File: config.mk
export PLATFORM = sky130hd
export DESIGN_NAME = pwr_state_ctrl
export DESIGN_NICKNAME = d
export VERILOG_FILES = /design/src/rtl/pwr_ctrl_pkg.sv /design/src/rtl/pwr_req_bank.sv /design/src/rtl/pwr_eng_seq.sv /design/src/rtl/pwr_state_ctrl.sv
export SDC_FILE = /design/constraint.sdc
export NUM_CORES = 1
export LEC_CHECK = 0
export ABC_CLOCK_PERIOD_IN_PS = 4460
export CORE_UTILIZATION = 42
export CTS_BUF_LIST = sky130_fd_sc_hd__clkbuf_8
export DETAILED_ROUTE_END_ITERATION = 8
export GPL_TIMING_DRIVEN = 1
export SYNTH_ARGS = -nofsm -noshare
export SYNTH_HDL_FRONTEND = slang
export SYNTH_SLANG_ARGS = --single-unit
File: constraint.sdc
create_clock -name clk -period 4.46 [get_ports clk]
set_clock_uncertainty 0.1 [all_clocks]
set_input_delay 0.669 -clock clk [delete_from_list [all_inputs] [get_ports clk]]
set_output_delay 0.669 -clock clk [all_outputs]
set_load 0.02 [all_outputs]
File: src/rtl/pwr_ctrl_pkg.sv
// Shared level codes and sequencer phases for the power state controller.
// Assumes a two-bit level code whose zero value means power-gated.
package pwr_ctrl_pkg;
    typedef enum logic [1:0] {
        LV_SLEEP = 2'b00,
        LV_ULTRA = 2'b01,
        LV_LOW   = 2'b10,
        LV_FULL  = 2'b11
    } lvl_e;

    typedef enum logic [2:0] {
        PH_IDLE,
        PH_SETTLE,
        PH_HOLD,
        PH_ISO,
        PH_WAKE
    } phase_e;
endpackage

File: src/rtl/pwr_req_bank.sv
// Request register bank: holds the last level written for each engine and
// presents the effective target, which is forced to sleep for engines that
// are not allocated. Assumes writes name one engine per cycle.
module pwr_req_bank #(
    parameter int NUM_ENG = 4,
    parameter int IDX_W   = 2
) (
    input  logic                 clk,
    input  logic                 rst_n,
    input  logic                 wr_en,
    input  logic [IDX_W-1:0]     wr_idx,
    input  logic [1:0]           wr_lvl,
    input  logic [NUM_ENG-1:0]   alloc_mask,
    output logic [2*NUM_ENG-1:0] eff_req
);
    import pwr_ctrl_pkg::*;

    localparam int REQ_W = 2 * NUM_ENG;

    logic [REQ_W-1:0] req_q;

    for (genvar g = 0; g < NUM_ENG; g++) begin : g_req
        logic hit;
        assign hit = wr_en && (wr_idx == IDX_W'(g));

        // Capture the written level for this engine.
        always_ff @(posedge clk) begin
            if (!rst_n)
                req_q[2*g +: 2] <= LV_SLEEP;
            else if (hit)
                req_q[2*g +: 2] <= wr_lvl;
        end

        // Unallocated engines are always targeted at sleep.
        assign eff_req[2*g +: 2] = alloc_mask[g] ? req_q[2*g +: 2] : LV_SLEEP;
    end

    // Writes naming no engine must leave every stored request untouched.
    assert_range_ignored_R10: assert property (@(posedge clk) disable iff (!rst_n)
        (wr_en && ({1'b0, wr_idx} >= (IDX_W+1)'(NUM_ENG))) |=> $stable(req_q));
endmodule

File: src/rtl/pwr_eng_seq.sv
// Per-engine transition sequencer. Walks one engine from its present level
// to the effective target: settles active-to-active changes, wakes from
// sleep with isolation held, waits for task completion before sleeping and
// isolates for one cycle before opening the gate. Assumes DVS_WAIT >= 1
// and PG_WAKE >= 1; the target input may change at any cycle.
module pwr_eng_seq #(
    parameter int DVS_WAIT = 8,
    parameter int PG_WAKE  = 64
) (
    input  logic       clk,
    input  logic       rst_n,
    input  logic [1:0] want,
    input  logic       run,
    input  logic       done,
    output logic [1:0] lvl,
    output logic       gate,
    output logic       iso,
    output logic       busy,
    output logic       ready
);
    import pwr_ctrl_pkg::*;

    localparam int MAX_WAIT = (PG_WAKE > DVS_WAIT) ? PG_WAKE : DVS_WAIT;
    localparam int CNT_W    = $clog2(MAX_WAIT + 1);

    phase_e           phase_q;
    logic [1:0]       lvl_q;
    logic             gate_q;
    logic             iso_q;
    logic [CNT_W-1:0] cnt_q;

    // Phase machine with the wait counter and the three control outputs.
    always_ff @(posedge clk) begin
        if (!rst_n) begin
            phase_q <= PH_IDLE;
            lvl_q   <= LV_SLEEP;
            gate_q  <= 1'b0;
            iso_q   <= 1'b1;
            cnt_q   <= '0;
        end else begin
            case (phase_q)
                PH_IDLE: begin
                    if (want != lvl_q) begin
                        if (want == LV_SLEEP) begin
                            if (run && !done) begin
                                phase_q <= PH_HOLD;
                            end else begin
                                phase_q <= PH_ISO;
                                iso_q   <= 1'b1;
                            end
                        end else if (!gate_q) begin
                            gate_q  <= 1'b1;
                            lvl_q   <= want;
                            cnt_q   <= CNT_W'(PG_WAKE);
                            phase_q <= PH_WAKE;
                        end else begin
                            lvl_q   <= want;
                            cnt_q   <= CNT_W'(DVS_WAIT);
                            phase_q <= PH_SETTLE;
                        end
                    end
                end
                PH_SETTLE: begin
                    if (cnt_q == CNT_W'(1))
                        phase_q <= PH_IDLE;
                    else
                        cnt_q <= cnt_q - CNT_W'(1);
                end
                PH_HOLD: begin
                    if (want != LV_SLEEP) begin
                        phase_q <= PH_IDLE;
                    end else if (done) begin
                        phase_q <= PH_ISO;
                        iso_q   <= 1'b1;
                    end
                end
                PH_ISO: begin
                    gate_q  <= 1'b0;
                    lvl_q   <= LV_SLEEP;
                    phase_q <= PH_IDLE;
                end
                PH_WAKE: begin
                    if (cnt_q == CNT_W'(1)) begin
                        iso_q   <= 1'b0;
                        phase_q <= PH_IDLE;
                    end else begin
                        cnt_q <= cnt_q - CNT_W'(1);
                    end
                end
                default: phase_q <= PH_IDLE;
            endcase
        end
    end

    // Status derived from the phase and the gate state.
    assign busy  = (phase_q != PH_IDLE);
    assign ready = (phase_q == PH_IDLE) && gate_q && !iso_q;
    assign lvl   = lvl_q;
    assign gate  = gate_q;
    assign iso   = iso_q;

    assert_iso_before_gateoff_R7: assert property (@(posedge clk) disable iff (!rst_n)
        $fell(gate_q) |-> $past(iso_q));
    assert_wake_isolated_R3: assert property (@(posedge clk) disable iff (!rst_n)
        $rose(gate_q) |-> iso_q);
    assert_sleep_code_R2: assert property (@(posedge clk) disable iff (!rst_n)
        !gate_q |-> (lvl_q == LV_SLEEP));
    assert_settle_powered_R4: assert property (@(posedge clk) disable iff (!rst_n)
        (phase_q == PH_SETTLE) |-> (gate_q && !iso_q));
    assert_hold_keeps_gate_R6: assert property (@(posedge clk) disable iff (!rst_n)
        (phase_q == PH_HOLD) |=> gate_q);
    assert_cnt_bound_R3: assert property (@(posedge clk) disable iff (!rst_n)
        cnt_q <= CNT_W'(MAX_WAIT));
endmodule

File: src/rtl/pwr_state_ctrl.sv
// Top of the multi-level power state controller: a request bank feeding one
// transition sequencer per engine. Assumes the level generators and power
// switches act on the outputs directly and that each engine's run/done
// lines are synchronous to clk.
module pwr_state_ctrl #(
    parameter int NUM_ENG  = 4,
    parameter int DVS_WAIT = 8,
    parameter int PG_WAKE  = 64,
    localparam int IDX_W   = (NUM_ENG > 1) ? $clog2(NUM_ENG) : 1
) (
    input  logic                 clk,
    input  logic                 rst_n,
    input  logic                 wr_en,
    input  logic [IDX_W-1:0]     wr_idx,
    input  logic [1:0]           wr_lvl,
    input  logic [NUM_ENG-1:0]   alloc_mask,
    input  logic [NUM_ENG-1:0]   eng_run,
    input  logic [NUM_ENG-1:0]   eng_done,
    output logic [2*NUM_ENG-1:0] lvl_sel,
    output logic [NUM_ENG-1:0]   gate_en,
    output logic [NUM_ENG-1:0]   iso_en,
    output logic [NUM_ENG-1:0]   busy,
    output logic [NUM_ENG-1:0]   ready
);
    logic [2*NUM_ENG-1:0] eff_req;

    pwr_req_bank #(
        .NUM_ENG (NUM_ENG),
        .IDX_W   (IDX_W)
    ) req_bank_i (
        .clk        (clk),
        .rst_n      (rst_n),
        .wr_en      (wr_en),
        .wr_idx     (wr_idx),
        .wr_lvl     (wr_lvl),
        .alloc_mask (alloc_mask),
        .eff_req    (eff_req)
    );

    for (genvar g = 0; g < NUM_ENG; g++) begin : g_eng
        pwr_eng_seq #(
            .DVS_WAIT (DVS_WAIT),
            .PG_WAKE  (PG_WAKE)
        ) seq_i (
            .clk   (clk),
            .rst_n (rst_n),
            .want  (eff_req[2*g +: 2]),
            .run   (eng_run[g]),
            .done  (eng_done[g]),
            .lvl   (lvl_sel[2*g +: 2]),
            .gate  (gate_en[g]),
            .iso   (iso_en[g]),
            .busy  (busy[g]),
            .ready (ready[g])
        );
    end

    assert_ready_not_busy_R3: assert property (@(posedge clk) disable iff (!rst_n)
        (ready & busy) == '0);
endmodule

# Word-level counts from Yosys, hierarchy flattened

Cells that the tools add are included.

Divide/modulo/power cells: 0
Equality and inequality tests: 67
Shift-type cells: 0
Reductions and logical operators: 73
Multipliers: 0
Bitwise logic cells: 0
Muxes and demuxes: 108
Add/sub/neg operators: 4
Magnitude comparators: 0

Operators with widths:

| cell                                                               | number |
|---|---|
| 7-bit 2-to-1 mux                                                   | 16 |
| 3-bit 2-to-1 mux                                                   | 24 |
| 7-bit one-hot mux with 2 select lines                              | 4 |
| 2-bit != test, second input constant                               | 20 |
| 1-bit 2-to-1 mux                                                   | 36 |
| 3-bit one-hot mux with 3 select lines                              | 4 |
| 2-bit by 1-bit != test with 1-bit output, second input constant    | 16 |
| 7-bit by 1-bit == test with 1-bit output, second input constant    | 4 |
| 7-bit AND reduction                                                | 4 |
| 7-bit by 1-bit subtractor with 7-bit output, second input constant | 4 |
| 3-bit by 2-bit == test with 1-bit output, second input constant    | 8 |
| 2-bit 2-to-1 mux                                                   | 12 |
| 3-bit AND reduction                                                | 8 |
| 2-bit nonzero test                                                 | 12 |
| 3-bit nonzero test                                                 | 8 |
| 1-bit logical AND                                                  | 16 |
| 2-bit one-hot mux with 2 select lines                              | 4 |
| 4-bit AND reduction                                                | 4 |
| 3-bit by 1-bit == test with 1-bit output, second input constant    | 4 |
| 3-bit == test, second input constant                               | 4 |
| 3-bit zero test                                                    | 4 |
| 3-bit by 2-bit != test with 1-bit output, second input constant    | 4 |
| 1-bit one-hot mux with 3 select lines                              | 4 |
| 2-bit zero test                                                    | 5 |
| other kinds (6)                                                    | 23 |

Bits in latches: 0
Flip-flop bits (word level): 64
Memory bits (writable): 0
Memories: 0
Memory bits (read-only): 0
Input port bits: 19
Word-level logic and storage cells: 276

# Longest topological paths before layout

Depth in word-level cells: 6
Mapped depth: 7
Mapped depth without buffers: 7

# Modules after synthesis

From an unflattened synthesis, not the netlist that was laid out.

Cells, all modules: 507
Area, all modules: 4,295.4 um^2

Modules (own cells, without submodules):

| module       | times used | cells each | area each (um^2) | seq. area each (um^2) |
|---|---|---|---|---|
| pwr_eng_seq  | 4          | 117        | 980.9            | 280.3 |
| pwr_req_bank | 1          | 39         | 371.6            | 160.2 |

# Least setup slack after synthesis

No wires, ideal clock.

Path type: register to output
Start point: register g_eng[0].seq_i.phase_q[1]
End point: output port ready[0]
Arrival: 1.233 ns
Setup slack: 2.458 ns
Required time: 3.691 ns
Buffers on the path: 3
Stages on the path, launching flop included: 6
Cell sequence: dfxtp_1 > clkbuf_1 > or3_1 > clkbuf_1 > nor3_1 > buf_4

Longest elaborated chain between the ends: 3

Ends and longest elaborated chain:

| what                           | line                 | text |
|---|---|---|
| start, declared                | pwr_eng_seq.sv:26    | `phase_e phase_q;` |
| start signal, assigned         | pwr_eng_seq.sv:35    | `phase_q <= PH_IDLE;` |
| start signal, assigned         | pwr_eng_seq.sv:46    | `phase_q <= PH_HOLD;` |
| start signal, assigned         | pwr_eng_seq.sv:48    | `phase_q <= PH_ISO;` |
| 3-bit zero test                | pwr_eng_seq.sv:97    | `assign ready = (phase_q == PH_IDLE) && gate_q && !iso_q;` |
| 1-bit logical AND (2 in a row) | pwr_eng_seq.sv:97    |  |
| end, declared                  | pwr_state_ctrl.sv:23 | `output logic [NUM_ENG-1:0] ready` |

Every way passes these cells.

# Final worst setup path

Start point: register g_eng[3].seq_i.phase_q[2]
End point: output port ready[3]

Longest elaborated chain between the ends: 3

Ends and longest elaborated chain:

| what                           | line |
|---|---|
| start, declared                | pwr_eng_seq.sv:26 |
| start signal, assigned         | pwr_eng_seq.sv:35 |
| start signal, assigned         | pwr_eng_seq.sv:46 |
| start signal, assigned         | pwr_eng_seq.sv:48 |
| 3-bit zero test                | pwr_eng_seq.sv:97 |
| 1-bit logical AND (2 in a row) | pwr_eng_seq.sv:97 |

Every way passes these cells.

==> results list <==
- The run finished with clean final reports.
* Synthesized cell area: 0.003980 mm2
- The number of nets handed over by synthesis was 548.
- After synthesis, the share of flip-flops with an asynchronous set or reset is 0%.
- Final net count: 557
* Per-instance average area after synthesis: 7.639 um2
- The largest single stage delay on the critical path is 630 ps.
- Hold buffer count at cts: 0
- Synthesis inferred 64 register bits.
- ANT cells: 0
* Largest net degree at the start of global routing: 41
- Data arrives at the worst endpoint at 2060 ps.
- The tree is rooted in a sky130_fd_sc_hd__clkbuf_8.
- Die height: 99.35 um
* Crit-path cells: nor3_2 -> inv_1 -> nor3b_1 -> clkdlybuf4s50_1
- Number of search-and-repair iterations in the first detailed-routing pass: 7
- GRT Overall Usage: 19.14%
- The worst-case IR drop observed on VDD is 258.0 uV.
- Achievable Freq: 353.9 MHz
* Area growth, synth to finish: 13.05%
- Die Width: 99.35 um
* Setup fix buffers added after clock tree synthesis: 0
* Number of max-slew violations in the final report: 0
- Antenna violations before repair: 0
- In this run the tool buffered the top-level ports with 42 buffer cells.
- Buffers inserted during clock tree synthesis total 9.
- Post-Route Hold Slack: 370.1 ps
- Critical Path End Type: output pin
* Area of the die: 0.009869 mm2
- Crit share post-route: 63.36%
- The commonest cells after synthesis are sky130_fd_sc_hd__dfxtp_1, sky130_fd_sc_hd__nand2_1, sky130_fd_sc_hd__nor2_1.
* Number of flops mapped to enable cells by yosys: 0
- The Yosys step of the flow raised 0 warnings.
* Core region area: 0.009196 mm2
- Placed inst area: 0.004300 mm2
- Global routing finished with a remaining overflow of 0.
- Total wire length after detailed routing: 9324 um
- In this run the worst hold path is classified as reg2reg.
- Ratio of cells with drive above 1 in the final layout: 5.607%
- TritonCTS built the clock tree.
- RSZ-0062 raised after global routing: false
- The floorplan has 35 rows.
- Worst-path fanout max: 8
- Once the floorplan was initialized, standard cells occupied 43.28% of the core.
- Prior to clock tree synthesis, the placed netlist has a worst setup slack of 1793 ps.
* Summed area of non-filler cells in the final layout: 0.004499 mm2
- Nature of the critical path startpoint: register
- After routing, the total negative slack on setup checks comes to 0 ps.
- Leakage power summed over all cells: 0.001625 uW
* Worst slew pin tran: 740.8 ps
- Worst-path cell with the longest stage delay: sky130_fd_sc_hd__clkdlybuf4s50_1
- The tool flagged a number of max-cap violations equal to 0.
- The routed layout has 3728 vias.
- Most used DFF post-synth: sky130_fd_sc_hd__dfxtp_1
- Worst Path Required: 3690 ps
- The clock net in this run drives a total of 64 sinks.
- DRC violation count after routing: 0
* Area share of the largest cell type after synthesis: 32.19%
- Yosys attributes the largest share of cell area to sky130_fd_sc_hd__dfxtp_1, sky130_fd_sc_hd__a21oi_1, sky130_fd_sc_hd__nand2_1, sky130_fd_sc_hd__nor2_1, sky130_fd_sc_hd__o21ai_0.
- The via count of the first global-routing pass came to 3288.
- Number of top-level pins: 43
- Cell Pwr Density: 490.9 mW/mm2
- Setup violations remaining at the end of the flow were counted as 0.
- Of the synthesized area, sequential elements account for 32.19%.
- Total half-perimeter wirelength after legalization and detailed placement: 6595 um
- The netlist uses 65 different library cells.
- Global-route wire length before repair: 15460 um
* Clock latency of the later-clocked register in the worst-skew pair: 330 ps
- Among all cell types in the netlist, the one instantiated most often is sky130_fd_sc_hd__dfxtp_1.
* Final hold violations: 0
- sky130_fd_sc_hd__dfxtp_1 takes more of the synthesized area than any other cell.
- Number of vias per cell: 5.771
* Clock buffer depth: 2
- Mean routed wirelength per cell: 14.43 um
- Final critical-path setup slack: 1634 ps
- Antenna violation net count after detailed routing: 0
- Final estimated routing congestion in global placement: 0.7989
- Slew Limit Headroom: 50.29%
- Clock transition at the registers of the reported paths: 80 ps
- Once the clock tree was built, the resizer swapped 0 gates to a different size.
- CTS H-tree depth: 3
- DRC marker count from the first detailed-route iteration: 108
- Post-synthesis instance total: 521
- Start-to-end type of the worst setup path: reg2out
* Minimum clock period after layout: 2826 ps
[metal layers]
metal | wire length, um | up-vias | global-route usage, %
met4 | 38 | 0 | 3.733
met5 | 0 | - | 0
met2 | 4491 | 67 | 32.53
met1 | 4399 | 1773 | 24.73
li1 | - | 1886 | -
met3 | 394 | 2 | 4.708
[path summary, 6_finish.rpt]
path,startpoint,end,slack [ps],depth (start not counted)
setup / recovery,g_eng[3].seq_i.phase_q[2],ready[3],1630,4
setup reg to reg,g_eng[3].seq_i.phase_q[2],g_eng[3].seq_i.cnt_q[1],2370,5
hold / removal,g_eng[2].seq_i.cnt_q[4],g_eng[2].seq_i.cnt_q[4],370,2
hold reg to reg,g_eng[2].seq_i.cnt_q[4],g_eng[2].seq_i.cnt_q[4],370,2
[registers in the layout, indices dropped and copies added (netlist names)]
| name | cells |
|---|---|
| g_eng.seq_i.phase_q | 12 |
| g_eng.seq_i.gate | 4 |
| req_bank_i.req_q | 8 |
| g_eng.seq_i.iso | 4 |
| g_eng.seq_i.lvl | 8 |
| g_eng.seq_i.cnt_q | 28 |
[cells in the final DEF, fill, tap and decap left out, types with 4 or more instances in the layout]
| master | count |
|---|---|
| sky130_fd_sc_hd__dfxtp_1 | 64 |
| sky130_fd_sc_hd__nor2_1 | 52 |
| sky130_fd_sc_hd__nand2_1 | 52 |
| sky130_fd_sc_hd__a21oi_1 | 44 |
| sky130_fd_sc_hd__clkdlybuf4s50_1 | 42 |
| sky130_fd_sc_hd__o21ai_0 | 36 |
| sky130_fd_sc_hd__nand3_1 | 25 |
| sky130_fd_sc_hd__inv_1 | 24 |
| sky130_fd_sc_hd__nor3_1 | 20 |
| sky130_fd_sc_hd__mux2i_1 | 14 |
| sky130_fd_sc_hd__nand3b_1 | 11 |
| sky130_fd_sc_hd__clkbuf_8 | 11 |
| sky130_fd_sc_hd__nand2b_1 | 8 |
| sky130_fd_sc_hd__a31oi_1 | 8 |
| sky130_fd_sc_hd__ha_1 | 8 |
| sky130_fd_sc_hd__o22ai_1 | 7 |
| sky130_fd_sc_hd__or3_1 | 6 |
| sky130_fd_sc_hd__and2_1 | 6 |
| sky130_fd_sc_hd__xnor2_1 | 5 |
| sky130_fd_sc_hd__o32ai_1 | 5 |
| sky130_fd_sc_hd__a311oi_1 | 5 |
| sky130_fd_sc_hd__o21a_1 | 5 |
| sky130_fd_sc_hd__nor3b_1 | 4 |
| sky130_fd_sc_hd__or2_2 | 4 |
| sky130_fd_sc_hd__a211o_1 | 4 |
| sky130_fd_sc_hd__or4_1 | 4 |
[through the flow]
step,power [uW],std cells,utilization [%]
after floorplan,1528,521,-
final,2209,646,48.93
after global routing,2384,646,48.93
after detailed placement,1711,630,46.76
after CTS,2221,646,48.93
after global placement,1700,630,46.76
[where the power goes]
part / total [uW] / switching [uW] / internal, uW
Clock: 506 / 223 / 283
Combinational: 894 / 523 / 371
Sequential: 808 / 137 / 671
Total: 2210 / 883 / 1330
[final cells by class]
cell class                 count  area (um2)
timing repair buffer          44       435.4
clock buffer                  11       151.4
clock inverter                 5       47.55
tap                          111       138.9
inverter                      22       82.58
multi-input combinational    389        2362
fill                         914        4697
sequential                    64        1281
[cells by family (layout without fill, tap and decap cells)]
group	after synthesis	after routing	synth area share, %
AND/OR/NAND/NOR	208	208	26.06
multiplexers	14	14	3.521
XOR/XNOR	8	8	2.232
buffers and inverters	68	82	8.457
AO/OA/AOI/OAI	151	151	25.02
adder cells (fa/ha/maj)	8	8	2.515
flip-flops	64	64	32.19
[worst max-delay path, delay by kind of cell, from the launching register on]
kind	cells	cell delay (ps)
simple gates	2	500
flops	1	440
buf+inv	2	780
No activity file was read; power rests on OpenSTA's default activity.
